--- config.mk ---
export PLATFORM = sky130hd
export DESIGN_NAME = chardisp_exec
export DESIGN_NICKNAME = d
export VERILOG_FILES = /design/src/rtl/chardisp_pkg.sv /design/src/rtl/chardisp_decode.sv /design/src/rtl/chardisp_timer.sv /design/src/rtl/chardisp_ram.sv /design/src/rtl/chardisp_exec.sv
export SDC_FILE = /design/constraint.sdc
export NUM_CORES = 2
export LEC_CHECK = 0
export BUFFER_PORTS_ARGS = -buffer_cell sky130_fd_sc_hd__clkbuf_2
export CAP_MARGIN = 20
export CORE_MARGIN = 5
export CORE_UTILIZATION = 55
export CTS_BUF_LIST = sky130_fd_sc_hd__clkbuf_8 sky130_fd_sc_hd__clkbuf_16
export DETAILED_ROUTE_END_ITERATION = 10
export PLACE_DENSITY = 0.71
export SYNTH_ARGS = -nofsm -noshare
export SYNTH_HDL_FRONTEND = slang
export SYNTH_SLANG_ARGS = --single-unit
--- constraint.sdc ---
create_clock -name clk -period 3.1 [get_ports clk]
set_input_delay 0.155 -clock clk [delete_from_list [all_inputs] [get_ports clk]]
set_output_delay 0.155 -clock clk [all_outputs]
set_load 0.1 [all_outputs]
--- src/rtl/chardisp_pkg.sv ---
`timescale 1ns/1ps
package chardisp_pkg;
   typedef enum logic [3:0] {
      OP_NONE, OP_CLEAR, OP_HOME, OP_ENTRY, OP_DISP,
      OP_SHIFT, OP_FUNC, OP_CGADDR, OP_DDADDR
   } op_e;

   // {register select, read/write}
   typedef enum logic [1:0] {
      ACC_CMD  = 2'b00,
      ACC_STAT = 2'b01,
      ACC_WDAT = 2'b10,
      ACC_RDAT = 2'b11
   } acc_e;

   localparam logic [7:0] BLANK_CODE = 8'h20;
endpackage

--- src/rtl/chardisp_decode.sv ---
`timescale 1ns/1ps
module chardisp_decode
   import chardisp_pkg::*;
(
   input  logic [7:0] cmd,
   output op_e        op
);
   logic [3:0] lead;

   always_comb begin
      lead = 4'd8;
      for (int i = 0; i < 8; i++) begin
         if (cmd[i]) lead = 4'(i);
      end
      unique case (lead)
         4'd0:    op = OP_CLEAR;
         4'd1:    op = OP_HOME;
         4'd2:    op = OP_ENTRY;
         4'd3:    op = OP_DISP;
         4'd4:    op = OP_SHIFT;
         4'd5:    op = OP_FUNC;
         4'd6:    op = OP_CGADDR;
         4'd7:    op = OP_DDADDR;
         default: op = OP_NONE;
      endcase
   end
endmodule

--- src/rtl/chardisp_timer.sv ---
`timescale 1ns/1ps
module chardisp_timer #(
   parameter int CLK_DIV = 185,
   parameter int CNT_W   = 9
) (
   input  logic             clk,
   input  logic             rst_n,
   input  logic             start,
   input  logic [CNT_W-1:0] load,
   output logic             busy
);
   logic             tick;
   logic [CNT_W-1:0] remain;

   generate
      if (CLK_DIV == 1) begin : g_nodiv
         assign tick = 1'b1;
      end else begin : g_div
         localparam int DW = $clog2(CLK_DIV);
         localparam logic [DW-1:0] LAST = DW'(CLK_DIV - 1);
         logic [DW-1:0] phase;
         always_ff @(posedge clk or negedge rst_n) begin
            if (!rst_n)                     phase <= '0;
            else if (start || phase == LAST) phase <= '0;
            else                             phase <= phase + DW'(1);
         end
         assign tick = (phase == LAST);
      end
   endgenerate

   always_ff @(posedge clk or negedge rst_n) begin
      if (!rst_n)                        remain <= '0;
      else if (start)                    remain <= load;
      else if (tick && remain != '0)     remain <= remain - CNT_W'(1);
   end

   assign busy = (remain != '0);
endmodule

--- src/rtl/chardisp_ram.sv ---
`timescale 1ns/1ps
module chardisp_ram #(
   parameter int         AW   = 7,
   parameter logic [7:0] FILL = 8'h20
) (
   input  logic          clk,
   input  logic          we,
   input  logic          fill,
   input  logic [AW-1:0] waddr,
   input  logic [7:0]    wdata,
   input  logic [AW-1:0] raddr,
   output logic [7:0]    rdata
);
   localparam int DEPTH = 1 << AW;
   logic [7:0] mem [DEPTH];

   always_ff @(posedge clk) begin
      if (fill) begin
         for (int i = 0; i < DEPTH; i++) mem[i] <= FILL;
      end else if (we) begin
         mem[waddr] <= wdata;
      end
   end

   assign rdata = mem[raddr];
endmodule

--- src/rtl/chardisp_exec.sv ---
`timescale 1ns/1ps
module chardisp_exec
   import chardisp_pkg::*;
#(
   parameter int CLK_DIV = 185,
   parameter int T_LONG  = 413,
   parameter int T_SHORT = 11,
   parameter int T_RAM   = 12,
   parameter int AC_W    = 7,
   parameter int CG_AW   = 6,
   parameter int SHIFT_W = 7
) (
   input  logic               clk,
   input  logic               rst_n,
   input  logic               bus_en,
   input  logic               bus_rs,
   input  logic               bus_rw,
   input  logic [7:0]         bus_din,
   output logic [7:0]         bus_dout,
   output logic               wr_err,
   output logic               disp_on,
   output logic               cur_on,
   output logic               blink_on,
   output logic               bus8,
   output logic               lines2,
   output logic               font_tall,
   output logic [SHIFT_W-1:0] disp_shift
);
   localparam int T_MAX0 = (T_LONG > T_SHORT) ? T_LONG : T_SHORT;
   localparam int T_MAX  = (T_MAX0 > T_RAM) ? T_MAX0 : T_RAM;
   localparam int CNT_W  = $clog2(T_MAX + 1);
   localparam logic [AC_W-1:0]    AC_ONE = AC_W'(1);
   localparam logic [SHIFT_W-1:0] SH_ONE = SHIFT_W'(1);

   if (AC_W < 1 || AC_W > 7) begin : g_bad_ac
      $error("AC_W must be 1..7");
   end
   if (CG_AW < 1 || CG_AW > 6 || CG_AW > AC_W) begin : g_bad_cg
      $error("CG_AW must be 1..6 and no wider than AC_W");
   end
   if (CLK_DIV < 1 || T_LONG < 1 || T_SHORT < 1 || T_RAM < 1) begin : g_bad_t
      $error("divider and tick counts must be positive");
   end

   logic             en_q, acc_fall, busy;
   logic             cmd_go, dat_go, wr_rej, fill_go;
   logic [CNT_W-1:0] t_load;
   acc_e             acc;
   op_e              op;
   logic [AC_W-1:0]  ac_q;
   logic             sel_cg, inc_q, shen_q;
   logic [7:0]       dd_rd, cg_rd;

   always_ff @(posedge clk or negedge rst_n) begin
      if (!rst_n) en_q <= 1'b0;
      else        en_q <= bus_en;
   end

   assign acc_fall = en_q & ~bus_en;
   assign acc      = acc_e'({bus_rs, bus_rw});
   assign cmd_go   = acc_fall && !busy && acc == ACC_CMD && op != OP_NONE;
   assign dat_go   = acc_fall && !busy && (acc == ACC_WDAT || acc == ACC_RDAT);
   assign wr_rej   = acc_fall && busy && !bus_rw;
   assign fill_go  = cmd_go && op == OP_CLEAR;

   chardisp_decode u_dec (.cmd(bus_din), .op(op));

   always_comb begin
      if (dat_go)                                t_load = CNT_W'(T_RAM);
      else if (op == OP_CLEAR || op == OP_HOME)  t_load = CNT_W'(T_LONG);
      else                                       t_load = CNT_W'(T_SHORT);
   end

   chardisp_timer #(.CLK_DIV(CLK_DIV), .CNT_W(CNT_W)) u_tmr (
      .clk(clk), .rst_n(rst_n), .start(cmd_go || dat_go),
      .load(t_load), .busy(busy)
   );

   always_ff @(posedge clk or negedge rst_n) begin
      if (!rst_n) begin
         ac_q <= '0;  sel_cg <= 1'b0; inc_q <= 1'b1; shen_q <= 1'b0;
         disp_on <= 1'b0; cur_on <= 1'b0; blink_on <= 1'b0;
         bus8 <= 1'b1; lines2 <= 1'b0; font_tall <= 1'b0;
         disp_shift <= '0; wr_err <= 1'b0;
      end else begin
         if (wr_rej) wr_err <= 1'b1;
         if (cmd_go) begin
            unique case (op)
               OP_CLEAR, OP_HOME: begin
                  ac_q <= '0; disp_shift <= '0; sel_cg <= 1'b0;
               end
               OP_ENTRY: begin
                  inc_q <= bus_din[1]; shen_q <= bus_din[0];
               end
               OP_DISP: begin
                  disp_on <= bus_din[2]; cur_on <= bus_din[1]; blink_on <= bus_din[0];
               end
               OP_SHIFT: begin
                  if (bus_din[3])
                     disp_shift <= bus_din[2] ? disp_shift + SH_ONE : disp_shift - SH_ONE;
                  else
                     ac_q <= bus_din[2] ? ac_q + AC_ONE : ac_q - AC_ONE;
               end
               OP_FUNC: begin
                  bus8 <= bus_din[4]; lines2 <= bus_din[3]; font_tall <= bus_din[2];
               end
               OP_CGADDR: begin
                  ac_q <= AC_W'(bus_din[CG_AW-1:0]); sel_cg <= 1'b1;
               end
               OP_DDADDR: begin
                  ac_q <= bus_din[AC_W-1:0]; sel_cg <= 1'b0;
               end
               default: ;
            endcase
         end
         if (dat_go) begin
            ac_q <= inc_q ? ac_q + AC_ONE : ac_q - AC_ONE;
            if (acc == ACC_WDAT && !sel_cg && shen_q)
               disp_shift <= inc_q ? disp_shift - SH_ONE : disp_shift + SH_ONE;
         end
      end
   end

   chardisp_ram #(.AW(AC_W), .FILL(BLANK_CODE)) u_ddram (
      .clk(clk), .we(dat_go && acc == ACC_WDAT && !sel_cg), .fill(fill_go),
      .waddr(ac_q), .wdata(bus_din), .raddr(ac_q), .rdata(dd_rd)
   );

   chardisp_ram #(.AW(CG_AW), .FILL(8'h00)) u_cgram (
      .clk(clk), .we(dat_go && acc == ACC_WDAT && sel_cg), .fill(1'b0),
      .waddr(ac_q[CG_AW-1:0]), .wdata(bus_din), .raddr(ac_q[CG_AW-1:0]),
      .rdata(cg_rd)
   );

   always_comb begin
      unique case (acc)
         ACC_STAT: bus_dout = {busy, 7'(ac_q)};
         ACC_RDAT: bus_dout = sel_cg ? cg_rd : dd_rd;
         default:  bus_dout = 8'h00;
      endcase
   end
endmodule

======== Word-level counts from Yosys, hierarchy flattened ========
Memories as Yosys holds them, arrays and structs flattened.
Cells that the tools add are included.
word-level totals
  logic and storage cells ................. 114
  RAM bits ................................ 1,536
  output and inout bits ................... 22
  memory bits (read-only) ................. 32
  memories kept ........................... 3
  bits of input ports ..................... 13
  register bits after elaboration ......... 42
memory list
  memory            depth  width  rd ports  clocked after memory_dff  write ports  RTL line               source
  u_ddram.mem       128    8      1         0                         128          chardisp_ram.sv:15     logic [7:0] mem [DEPTH];
  u_cgram.mem       64     8      1         0                         1            chardisp_ram.sv:15
  (name not given)  8      4      1         0                         0            chardisp_decode.sv:15  unique case (lead)
cells by class
  muxes and demuxes ....................... 40
  reductions and logical operators ........ 35
  equality and inequality tests ........... 13
  $add $sub $neg .......................... 6
  bitwise gates (word level) .............. 2
operators by type and width
  kind                   count
  $mux W7                12
  $mux W4                9
  $mux W9                4
  $pmux W7 S4            1
  $mux W8                3
  $eq A4 B3 Y1 const B   4
  $pmux W8 S2            1
  $add A7 B1 Y7 const B  2
  $pmux W7 S2            1
  $sub A7 B1 Y7 const B  2
  $logic_and A1 B1 Y1    13
  $reduce_bool A9 Y1     1
  $sub A9 B1 Y9 const B  1
  $add A8 B1 Y8 const B  1
  $eq A4 B2 Y1 const B   2
  $eq A8 B8 Y1 const B   1
  $mux W1                8
  $reduce_and A2 Y1      4
  $reduce_or A8 Y1       1
  $reduce_bool A2 Y1     3
  $reduce_bool A5 Y1     1
  $eq A2 B2 Y1 const B   2
  $eq A4 B1 Y1 const B   1
  $eq A4 B4 Y1 const B   1
  12 further kinds       17

======== Depth between registers and ports, before layout ========
An unclocked memory read counts as a cell.
  depth in word-level cells ............... 17
  gate-level depth with buffers ........... 14

======== Hierarchy ========
A second synthesis with hierarchy kept.
unflattened totals
  cells, all modules ...................... 4,911
  area, all modules ....................... 74,495.2 um^2
modules (own cells, without submodules)
  module                   times used  cells each  area an instance (um^2)
  chardisp_ram at u_ddram  1           2,931       47,275.3
  chardisp_ram at u_cgram  1           1,580       23,835.4
  chardisp_exec            1           281         2,321.0
  chardisp_timer           1           101         937.1
  chardisp_decode          1           18          126.4

======== Worst setup path before layout ========
Ideal clock, no wire load.
  path kind ............................... register to output
  start ................................... register ac_q[0]
  end ..................................... output bus_dout[1]
  path buffers ............................ 5
  required time ........................... 2.945 ns
  arrival time ............................ 4.562 ns
  slack ................................... -1.617 ns
  stages on the path, launching flop included .. 11
  path through ............................ dfrtp_1 > clkbuf_1 > buf_2 > buf_2 > buf_2 > buf_2 > nand2_1 > o211ai_1 > o21ai_0 > mux4_2 > a311oi_1
on the way
  word-level cells in the longest chain between the ends .. 3
RTL lines
  item                                               RTL line              source
  from (decl)                                        chardisp_exec.sv:50   logic [AC_W-1:0] ac_q;
  from (signal assigned)                             chardisp_exec.sv:102  ac_q <= bus_din[2] ? ac_q + AC_ONE : ac_q - AC_ONE;
  from (signal assigned)                             chardisp_exec.sv:117  ac_q <= inc_q ? ac_q + AC_ONE : ac_q - AC_ONE;
  $mem_v2 Z128 W8 or $mem_v2 Z64 W8 (tied branches)  --
  $mux W8 *                                          chardisp_exec.sv:138  ACC_RDAT: bus_dout = sel_cg ? cg_rd : dd_rd;
  $pmux W8 S2 *                                      chardisp_exec.sv:136  unique case (acc)
  to (decl)                                          chardisp_exec.sv:19   output logic [7:0] bus_dout,
Mark *: on every way between the ends. The rest lies on a longest branch, timed or not.

======== Final worst setup path ========
  start ................................... register ac_q[2]
  end ..................................... output bus_dout[1]
The elaborated chain is that of the path after synthesis.

==> impl_metrics.json <==
{
  "critPathTopFamily": "buffers and inverters",
  "drive_gt1_frac": 0.3206,
  "violations": "setup timing",
  "synth_edf_count": 1536,
  "initial_utilization": 0.5540,
  "layout.cell_area.non_filler_um2": 89550,
  "setup_ws_ns": -1.021,
  "synth_area_leader_cell": "edfxtp_1",
  "syn2layout_area_growth_pct": 26.77,
  "critical_path_required_ns": 2.94,
  "period_minus_slack_ns": 4.121,
  "p_switching_w": 0.008992,
  "fin_crit_sh": 1.329,
  "yosysSeqAreaShare": 0.6679,
  "drcViolationCount": 0,
  "cp_common_cell": "buf_12",
  "ys_ff_latch": 1578,
  "core_area_um2": 127500,
  "antenna_found_initial": 8,
  "worstMarginPinSlew_ns": 1.184,
  "ys_types": 85,
  "cts_tree": "built",
  "drtPass1Iterations": 8,
  "setup_viol": 1034,
  "clk_latency_ns": 0.82,
  "dpl-instance-area_um2": 79360,
  "slew-limit-headroom": 0.2108,
  "vdd.ir_drop.worst_mv": 0.5602,
  "p_seq_frac": 0.539,
  "synth_top_area_frac": 0.6529,
  "cts.reportedPaths.clkPinSlew_ns": 0.06,
  "hpwlAfterDp_um": 159200,
  "final_util": 0.7023,
  "nets": 5939,
  "maxCapViolations": 0,
  "end_kind": "primary output",
  "io_buffers": 34,
  "rows": 131,
  "vias": 53030,
  "boundaryPins": 35,
  "fin_skew_ns": 0.03350,
  "synth-main-ff-cell": "edfxtp_1",
  "syn_area_um2": 70640,
  "syn-num-nets": 5254,
  "drv_slew": 0,
  "die_w_um": 368.4,
  "min_path_type": "in -> reg",
  "grt_usage": 0.3624,
  "crit_buf_inv": 6,
  "status": "finished, violations left",
  "critical_path_class": "reg -> out",
  "hold_violations": 0,
  "wl_per_cell_um": 32.92,
  "crit_fanout": 6,
  "stdcell_count": 7710,
  "cp_data_arrival_time_ns": 3.97,
  "clockPowerShare": 0.441,
  "fill_cells": 8104,
  "yosys-top-cells-count": "edfxtp_1 (1536), nor3_1 (536), and2_1 (395)",
  "rsz0062_at_grt": "yes",
  "crit_chain": "buf_6, buf_12, clkbuf_16, and2_4, buf_8, buf_4, a21oi_1, o211ai_1, o21ai_2, mux4_2, a311oi_4, buf_12",
  "powerDensity_nw_per_um2": 479.3,
  "internal_power_w": 0.03393,
  "yosysMostFrequentCell": "edfxtp_1",
  "synthTopCellsByArea": "edfxtp_1 (65%), nor3_1 (3.8%), and2_1 (3.5%)",
  "swShare": 0.2095,
  "gp_congestion": 0.9886,
  "netlist_instances": 5232,
  "clock_sinks": 1578,
  "avgViaCountPerCell": 6.878,
  "grt_pass1_vias": 50823,
  "postRouteWirelength_um": 253800,
  "synth_warnings": 0,
  "die_h_um": 368.4,
  "dp.cells": 7274,
  "critPathMaxStageDelay_ns": 0.54,
  "dieArea_um2": 135700,
  "post-place-ws_ns": -0.7752,
  "grt_first_pass_wirelength_um": 358000,
  "clk_path_buf_depth": 3,
  "async_flop_share": 0.02662,
  "drtAntennaViolNets": 0,
  "power_w": 0.04293,
  "max_freq_mhz": 242.6,
  "cts_made_buffers": 161,
  "ff_latch_area_um2": 47200,
  "critPathLaunchType": "flip-flop",
  "grt_max_degree": 151,
  "drt_iter0_markers": 8363,
  "postSynthAreaPerCell_um2": 13.50,
  "overflow": 0,
  "cts_root_buffer": "clkbuf_16",
  "worst_path_max_delay_cell": "mux4_2",
  "multi_input_area_um2": 23690,
  "ctsHtreeMaxLevel": 4,
  "p_leak_nw": 28.23,
  "pwr-share-comb": 0.019
}
==> cells in the final DEF (no fill, tap or decap), drive strengths merged, types with 24 or more instances in the layout <==
master and instances:
mux2 191, o21ai 237, inv 63, clkinv 67, buf 1017, mux2i 113, a221o 59, a221oi 179
nand2 288, a21oi 121, a22oi 124, o211ai 33, a22o 31, nand3 55, clkbuf 195, nor2 306
a211oi 24, mux4 67, o2bb2ai 38, edfxtp 1536, and2 396, nor3 536, dfrtp 40
==> kinds of logic after synthesis <==
family                     share of synthesized area
buffers and inverters                        0.03326
AOI/OAI and AO/OA                             0.1083
adders and majority gates                   0.001594
and+or+nand+nor                               0.1185
DFF                                           0.6679
xor gates and xnor gates                    0.002728
muxes                                        0.06782
==> final cells by class <==
class                           instances  area share
Clock buffer                          163     0.04542
Inverter                               26    0.001509
Antenna cell                            7   0.0001956
Multi-Input combinational cell       3083      0.2645
Clock inverter                        124     0.01109
Tap cell                             1662     0.02322
Timing Repair Buffer                 1067      0.1271
Sequential cell                      1578      0.5270
==> worst paths after layout <==
kind | depth (start not counted) | startpoint | slack, ns | to
max in group asynchronous | 4 | rst_n | 2.41 | bus8
worst max-delay path | 12 | ac_q[2] | -1.02 | bus_dout[1]
worst min-delay path | 3 | bus_din[6] | 0.05 | u_cgram.mem[58][6]
min in group asynchronous | 4 | rst_n | 0.40 | u_tmr.g_div.phase[1]
worst max register to register | 11 | u_tmr.remain[0] | -0.34 | u_ddram.mem[21][2]
worst min register to register | 1 | u_tmr.g_div.phase[0] | 0.49 | u_tmr.g_div.phase[0]
==> power by group through the flow <==
stage / sequential [W] / clock, W / combinational (W)
final: 0.0232 / 0.0190 / 0.000820
after global routing: 0.0231 / 0.0199 / 0.000826
after CTS: 0.0232 / 0.0189 / 0.000790
after detailed placement: 0.0236 / 0 / 0.000769
after global placement: 0.0236 / 0 / 0.000764
after floorplan: 0.0236 / 0 / 0.000289
==> stage by stage <==
stage / hold WS (ns) / TNS [ns]
after global placement: 0.2554 / -291.11
after global routing: 0.04346 / -255.38
after CTS: 0.001738 / -189.80
after floorplan: -0.1406 / -0.1269
after detailed placement: 0.2693 / -302.13
final: 0.05440 / -240.86
==> worst reg2reg max path: cells and delay by family (launching register included) <==
kind / cells / cell delay (ns)
adder cells (fa/ha/maj): 1 / 0.13
buffers and inverters: 5 / 0.77
flip-flops: 1 / 0.40
AND/OR/NAND/NOR: 4 / 1.75
AO/OA/AOI/OAI: 1 / 0.07
==> metal layers <==
| layer | share of wire | track usage | vias up |
|---|---|---|---|
| met3 | 0.14 | 0.1048 | 1015 |
| li1 | - | - | 21587 |
| met1 | 0.34 | 0.4719 | 25904 |
| met5 | 0.00042 | 0.004274 | - |
| met4 | 0.078 | 0.2183 | 6 |
| met2 | 0.44 | 0.5432 | 4518 |
==> timing repair <==
| item | 4_1_cts | 5_1_grt |
|---|---|---|
| gates resized for setup | 346 | 355 |
| hold buffers | 10 | 0 |
| endpoints found under the setup margin | 1132 | 1216 |
| hold endpoints to repair | 141 | 0 |
| gates cloned | 18 | 11 |
| setup buffers | 87 | 40 |
| pin swaps | 94 | 70 |
==> registers in the layout (all words and copies together) (netlist names), 7 cells and up <==
register and cells:
u_cgram.mem 512, u_ddram.mem 1024, u_tmr.g_div.phase 8, ac_q 7
u_tmr.remain 9, disp_shift 7
Power figures use the tool's default switching activity.
